[config.mk]
export PLATFORM = sky130hd
export DESIGN_NAME = wt_nco
export DESIGN_NICKNAME = d
export VERILOG_FILES = /design/src/rtl/wt_nco_pkg.sv /design/src/rtl/wt_nco_step.sv /design/src/rtl/wt_nco_phase.sv /design/src/rtl/wt_nco_table.sv /design/src/rtl/wt_nco.sv
export SDC_FILE = /design/constraint.sdc
export NUM_CORES = 2
export LEC_CHECK = 0
export BUFFER_PORTS_ARGS = -buffer_cell sky130_fd_sc_hd__buf_2
export CAP_MARGIN = 10
export CORE_UTILIZATION = 55
export DETAILED_ROUTE_END_ITERATION = 10
export GPL_TIMING_DRIVEN = 0
export PLACE_DENSITY = 0.71
export SYNTH_ARGS = -nofsm -noshare
export SYNTH_HDL_FRONTEND = slang
export SYNTH_HIERARCHICAL = 1
export SYNTH_SLANG_ARGS = --single-unit
[constraint.sdc]
create_clock -name clk -period 13 [get_ports clk]
set_input_delay 1.3 -clock clk [delete_from_list [all_inputs] [get_ports clk]]
set_output_delay 1.3 -clock clk [all_outputs]
set_load 0.02 [all_outputs]
[src/rtl/wt_nco_pkg.sv]
package wt_nco_pkg;

   typedef enum logic {
      STEP_NARROW = 1'b0,
      STEP_WIDE   = 1'b1
   } step_mode_e;

endpackage

[src/rtl/wt_nco_step.sv]
module wt_nco_step
   import wt_nco_pkg::*;
#(
   parameter int PHASE_W = 20,
   parameter int FRAC_W  = 12,
   parameter int MOD_W   = 16,
   parameter bit MOD_EN  = 1'b1
) (
   input  logic [PHASE_W-1:0] inc_i,
   input  logic [MOD_W-1:0]   mod_i,
   input  step_mode_e         mode_i,
   output logic [PHASE_W-1:0] step_o
);
   localparam int SUM_W = ((MOD_W > PHASE_W) ? MOD_W : PHASE_W) + 2;
   localparam logic signed [SUM_W-1:0] CAP_ONE  = SUM_W'(1) <<< FRAC_W;
   localparam logic signed [SUM_W-1:0] CAP_HALF = SUM_W'(1) <<< (PHASE_W - 1);

   logic signed [SUM_W-1:0] inc_ext, mod_ext, sum, cap;

   assign inc_ext = $signed({{(SUM_W-PHASE_W){1'b0}}, inc_i});

   // modulation adder present or removed by parameter
   generate
      if (MOD_EN) begin : g_mod
         assign mod_ext = $signed({{(SUM_W-MOD_W){mod_i[MOD_W-1]}}, mod_i});
      end else begin : g_nomod
         logic unused_mod;
         assign unused_mod = ^mod_i;
         assign mod_ext    = '0;
      end
   endgenerate

   assign cap = (mode_i == STEP_WIDE) ? CAP_HALF : CAP_ONE;

   always_comb begin
      sum = inc_ext + mod_ext;
      if (sum < 0)
         step_o = '0;
      else if (sum > cap)
         step_o = PHASE_W'(cap);
      else
         step_o = PHASE_W'(sum);
   end

endmodule

[src/rtl/wt_nco_phase.sv]
module wt_nco_phase #(
   parameter int PHASE_W = 20
) (
   input  logic               clk,
   input  logic               rst,
   input  logic [PHASE_W-1:0] step_i,
   output logic [PHASE_W-1:0] phase_o
);

   always_ff @(posedge clk) begin
      if (rst)
         phase_o <= '0;
      else
         phase_o <= phase_o + step_i;
   end

endmodule

[src/rtl/wt_nco_table.sv]
module wt_nco_table #(
   parameter int ADDR_W = 8,
   parameter int DATA_W = 16
) (
   input  logic              clk,
   input  logic              rst,
   input  logic              wr_en,
   input  logic [ADDR_W-1:0] wr_addr,
   input  logic [DATA_W-1:0] wr_data,
   input  logic [ADDR_W-1:0] rd_addr,
   output logic [DATA_W-1:0] rd_data
);
   localparam int DEPTH = 1 << ADDR_W;

   logic [DATA_W-1:0] mem [DEPTH];

   always_ff @(posedge clk) begin
      if (wr_en)
         mem[wr_addr] <= wr_data;
   end

   // read sees the content before any write on the same edge
   always_ff @(posedge clk) begin
      if (rst)
         rd_data <= '0;
      else
         rd_data <= mem[rd_addr];
   end

endmodule

[src/rtl/wt_nco.sv]
module wt_nco
   import wt_nco_pkg::*;
#(
   parameter int  PHASE_W  = 20,
   parameter int  FRAC_W   = 12,
   parameter int  SAMPLE_W = 16,
   parameter int  MOD_W    = 16,
   parameter bit  MOD_EN   = 1'b1,
   localparam int ADDR_W   = PHASE_W - FRAC_W
) (
   input  logic                clk,
   input  logic                rst,
   input  logic                wide_mode,
   input  logic [PHASE_W-1:0]  inc_i,
   input  logic [MOD_W-1:0]    mod_i,
   input  logic                wr_en,
   input  logic [ADDR_W-1:0]   wr_addr,
   input  logic [SAMPLE_W-1:0] wr_data,
   output logic [ADDR_W-1:0]   rd_addr_o,
   output logic [SAMPLE_W-1:0] sample_o
);

   generate
      if (FRAC_W < 1) begin : g_bad_frac
         $error("wt_nco: FRAC_W must be at least 1");
      end
      if (ADDR_W < 2 || ADDR_W > 12) begin : g_bad_addr
         $error("wt_nco: PHASE_W-FRAC_W must lie in 2..12");
      end
      if (MOD_W < 2 || SAMPLE_W < 1) begin : g_bad_width
         $error("wt_nco: MOD_W must be >= 2 and SAMPLE_W >= 1");
      end
   endgenerate

   logic [PHASE_W-1:0] step_w;
   logic [PHASE_W-1:0] phase_q;

   wt_nco_step #(
      .PHASE_W (PHASE_W),
      .FRAC_W  (FRAC_W),
      .MOD_W   (MOD_W),
      .MOD_EN  (MOD_EN)
   ) u_step (
      .inc_i  (inc_i),
      .mod_i  (mod_i),
      .mode_i (step_mode_e'(wide_mode)),
      .step_o (step_w)
   );

   wt_nco_phase #(
      .PHASE_W (PHASE_W)
   ) u_phase (
      .clk     (clk),
      .rst     (rst),
      .step_i  (step_w),
      .phase_o (phase_q)
   );

   assign rd_addr_o = phase_q[PHASE_W-1:FRAC_W];

   wt_nco_table #(
      .ADDR_W (ADDR_W),
      .DATA_W (SAMPLE_W)
   ) u_table (
      .clk     (clk),
      .rst     (rst),
      .wr_en   (wr_en),
      .wr_addr (wr_addr),
      .wr_data (wr_data),
      .rd_addr (rd_addr_o),
      .rd_data (sample_o)
   );

endmodule

==> impl_metrics.prom <==
# TYPE chip_impl_metric gauge
chip_impl_info{name="status",value="complete, but fails checks"} 1
chip_impl_info{name="violations_in_the_final_reports",value="max-capacitance violations, max-slew violations"} 1
chip_impl_metric{name="ratio_of_final_minimum_period_to_clock_period",unit=""} 0.551
chip_impl_metric{name="post_cts.repair.setup_buffers",unit=""} 0
chip_impl_metric{name="drt-pass1-iter-count",unit=""} 7
chip_impl_metric{name="wl_met2",unit="um"} 242000
chip_impl_metric{name="wl_met1",unit="um"} 186000
chip_impl_metric{name="synth-edff-count",unit=""} 4096
chip_impl_metric{name="ctsLongestPathBuffers",unit=""} 4
chip_impl_metric{name="nNetsFinal",unit=""} 8605
chip_impl_metric{name="port_buffers",unit=""} 82
chip_impl_metric{name="ir_worst_vdd",unit="V"} 0.000117
chip_impl_metric{name="critical_path.max_fanout",unit=""} 10
chip_impl_metric{name="number_of_global_route_vias_before_repair",unit=""} 86648
chip_impl_metric{name="cts_max_level",unit=""} 5
chip_impl_info{name="synth_top_cells_by_area",value="edfxtp_1, mux4_2, mux2i_1"} 1
chip_impl_metric{name="finalMaxSlewViolations",unit=""} 70
chip_impl_info{name="root_buffer",value="clkbuf_16"} 1
chip_impl_info{name="synth_largest_area_cell",value="edfxtp_1"} 1
chip_impl_metric{name="worstSkewPairLatency",unit="ns"} 1.00
chip_impl_metric{name="worst_slew_pin_slew",unit="ns"} 1.57
chip_impl_metric{name="grt_first_pass_wirelength",unit="um"} 754000
chip_impl_metric{name="global_route.overflow_total",unit=""} 0
chip_impl_info{name="setup_repair_after_global_routing_missed_its_margin",value="no"} 1
chip_impl_metric{name="drive_gt1_frac",unit=""} 0.272
chip_impl_metric{name="core",unit="um^2"} 292000
chip_impl_metric{name="cts_inserted_buffers",unit=""} 407
chip_impl_metric{name="required",unit="ns"} 13.82
chip_impl_metric{name="placed_cells_incl_taps",unit=""} 11968
chip_impl_metric{name="initial_core_util",unit=""} 0.554
chip_impl_metric{name="route.vias.total",unit=""} 92757
chip_impl_metric{name="async_reset_ff_frac",unit=""} 0
chip_impl_info{name="worstSetupPathType",value="reg -> reg"} 1
chip_impl_metric{name="grt_use_total",unit=""} 0.388
chip_impl_metric{name="wl_met3",unit="um"} 94400
chip_impl_metric{name="die-area",unit="um^2"} 296000
chip_impl_metric{name="die-width",unit="um"} 544
chip_impl_info{name="route.top_layer_used",value="met5"} 1
chip_impl_metric{name="power-per-cell-area",unit="nW/um^2"} 170
chip_impl_metric{name="leakagePower",unit="nW"} 57.5
chip_impl_metric{name="final_period_minus_worst_setup_slack",unit="ns"} 7.17
chip_impl_info{name="netlist_top_cells_count",value="edfxtp_1, mux4_2, mux2i_1, nor2_1, clkbuf_1"} 1
chip_impl_metric{name="final.setup_skew",unit="ns"} 0.0649
chip_impl_metric{name="ys_seq_area_frac",unit=""} 0.766
chip_impl_metric{name="cts-resized-gates",unit=""} 0
chip_impl_metric{name="largest_net_degree_at_the_start_of_global_routing",unit=""} 169
chip_impl_info{name="startpoint_type",value="register"} 1
chip_impl_metric{name="syn-mean-instance-area",unit="um^2"} 21.0
chip_impl_metric{name="post_synthesis_net_count",unit=""} 7802
chip_impl_metric{name="detail_route.wirelength",unit="um"} 573000
chip_impl_metric{name="post_synth_inst_count",unit=""} 7694
chip_impl_metric{name="final_weighted_congestion_in_routability_driven_placement",unit=""} 1.06
chip_impl_metric{name="fp-row-count",unit=""} 198
chip_impl_metric{name="clkSinkCount",unit=""} 4132
chip_impl_info{name="cts_tree",value="built"} 1
chip_impl_metric{name="layout-area-overhead-vs-synth",unit="%"} 15.9
chip_impl_metric{name="boundaryPins",unit=""} 88
chip_impl_metric{name="routed_wire_length_per_instance",unit="um"} 44.8
chip_impl_metric{name="fin_ws",unit="ns"} 5.83
chip_impl_info{name="critical_path.endpoint_type",value="register"} 1
chip_impl_metric{name="detailed_place_hpwl",unit="um"} 394000
chip_impl_metric{name="setup-violations-final",unit=""} 0
chip_impl_metric{name="synth.top_cell.area_share",unit=""} 0.761
chip_impl_metric{name="number_of_library_cell_types_mapped_by_synthesis",unit=""} 84
chip_impl_metric{name="finish.cell_count_without_fillers",unit=""} 12798
chip_impl_metric{name="avgViaCountPerCell",unit=""} 7.25
chip_impl_metric{name="crit_arrival",unit="ns"} 7.99
chip_impl_metric{name="totalNegativeSetupSlack",unit="ns"} 0
chip_impl_metric{name="total_power",unit="mW"} 31.7
chip_impl_metric{name="yosysWarningCount",unit=""} 6
chip_impl_metric{name="worst_slew_margin_rel",unit=""} -0.0518
chip_impl_info{name="min_path_type",value="reg -> reg"} 1
chip_impl_metric{name="clkSlewWorstSetupHoldPaths",unit="ns"} 0.06
chip_impl_metric{name="grt_antenna_before_repair",unit=""} 60
chip_impl_metric{name="die_h",unit="um"} 544
chip_impl_metric{name="ys_ff_latch",unit=""} 4132
chip_impl_metric{name="hold_viol_final",unit=""} 0
chip_impl_metric{name="max_freq",unit="GHz"} 0.139
chip_impl_metric{name="placement.setup.worst_slack",unit="ns"} 6.18
chip_impl_metric{name="drt_iter0_drc",unit=""} 17767
chip_impl_metric{name="max_cap_viol_count",unit=""} 13
chip_impl_info{name="post-synth-top-count-cell",value="edfxtp_1"} 1
chip_impl_metric{name="drc",unit=""} 0
chip_impl_metric{name="post_synth_instance_area",unit="um^2"} 162000
chip_impl_metric{name="cts_stage_hold_buffer_count",unit=""} 0
chip_impl_info{name="ys.flop_type",value="edfxtp_1"} 1
chip_impl_metric{name="ant_nets",unit=""} 0
registers in the layout, indices dropped and copies added (netlist names):
signal	cells
u_table/mem	4096
u_phase/phase_o	20
u_table/rd_data	16
critical path, stage by stage, from the launching register on:
cell and delay, ns:
dfxtp_1 0.76, buf_2 0.44, buf_2 0.42, buf_2 0.61
clkbuf_1 0.88, clkbuf_1 0.72, a21oi_1 0.08, o21ai_0 1.08
o2111ai_1 0.99, o22ai_1 0.96
stage by stage:
stage / utilization / area, um^2 / hold slack (ns)
3_5_place_dp: 0.594 / 173000 / 0.552
4_1_cts: 0.641 / 187000 / 0.550
2_1_floorplan: - / 162000 / 0.524
6_report: 0.642 / 187000 / 0.555
5_1_grt: 0.642 / 187000 / 0.572
3_3_place_gp: 0.572 / 167000 / 0.537
path summary, 6_finish.rpt:
kind	start	endpoint	cells past startpoint	slack (ns)
min reg2reg	u_phase/phase_o[0]	u_phase/phase_o[0]	2	0.55
max	u_phase/phase_o[14]	u_table/rd_data[0]	9	5.83
min	u_phase/phase_o[0]	u_phase/phase_o[0]	2	0.55
max reg2reg	u_phase/phase_o[14]	u_table/rd_data[0]	9	5.83
area by class of cell:
cell class	count	area (um^2)
clock buffers	495	10700
clock inverters	264	2790
multi-input cells	3096	35500
well taps	3900	4880
inverters	16	60.1
plain buffers	450	3090
fillers	19094	104000
diodes	51	128
repair buffers	394	6310
flip-flops and latches	4132	124000
report_power, final:
| part | internal, mW | total (mW) | switching, mW |
|---|---|---|---|
| Clock | 6.82 | 11.9 | 5.12 |
| Sequential | 14.7 | 14.7 | 0.0243 |
| Combinational | 1.68 | 5.09 | 3.40 |
| Total | 23.2 | 31.7 | 8.55 |
cell families (layout without fill, tap and decap cells):
group,count (synthesis),after routing,synth area share
and+or+nand+nor,764,764,0.0220
adders and majority gates,44,44,0.00350
other,0,51,0
DFF,4132,4132,0.766
buffers and inverters,466,1619,0.0191
xor gates and xnor gates,28,28,0.00152
muxes,1363,1363,0.149
AOI/OAI and AO/OA,897,897,0.0393
routing by layer:
layer | vias up | global-route usage
met2 | 8748 | 0.546
met4 | 32 | 0.268
met3 | 1864 | 0.160
li1 | 34215 | -
met5 | - | 0.00682
met1 | 47898 | 0.491
cells in the final DEF, fill, tap and decap left out, types with 34 or more instances in the layout:
| master | n |
|---|---|
| edfxtp_1 | 4096 |
| buf_4 | 58 |
| a22oi_1 | 75 |
| buf_8 | 229 |
| buf_6 | 67 |
| o221ai_1 | 202 |
| clkbuf_1 | 239 |
| nor2_2 | 235 |
| o22ai_1 | 176 |
| nand3_1 | 71 |
| a21oi_1 | 167 |
| o21ai_0 | 81 |
| nor2_1 | 79 |
| nor3_1 | 98 |
| clkinv_1 | 92 |
| clkbuf_2 | 46 |
| a211oi_1 | 34 |
| clkinv_2 | 83 |
| diode_2 | 51 |
| clkbuf_16 | 413 |
| buf_2 | 144 |
| nand2_1 | 93 |
| bufinv_16 | 48 |
| nand4_1 | 45 |
| dfxtp_1 | 36 |
| mux2i_1 | 495 |
| mux4_2 | 819 |
| buf_16 | 94 |
| ha_1 | 42 |
Power figures use the tool's default switching activity.
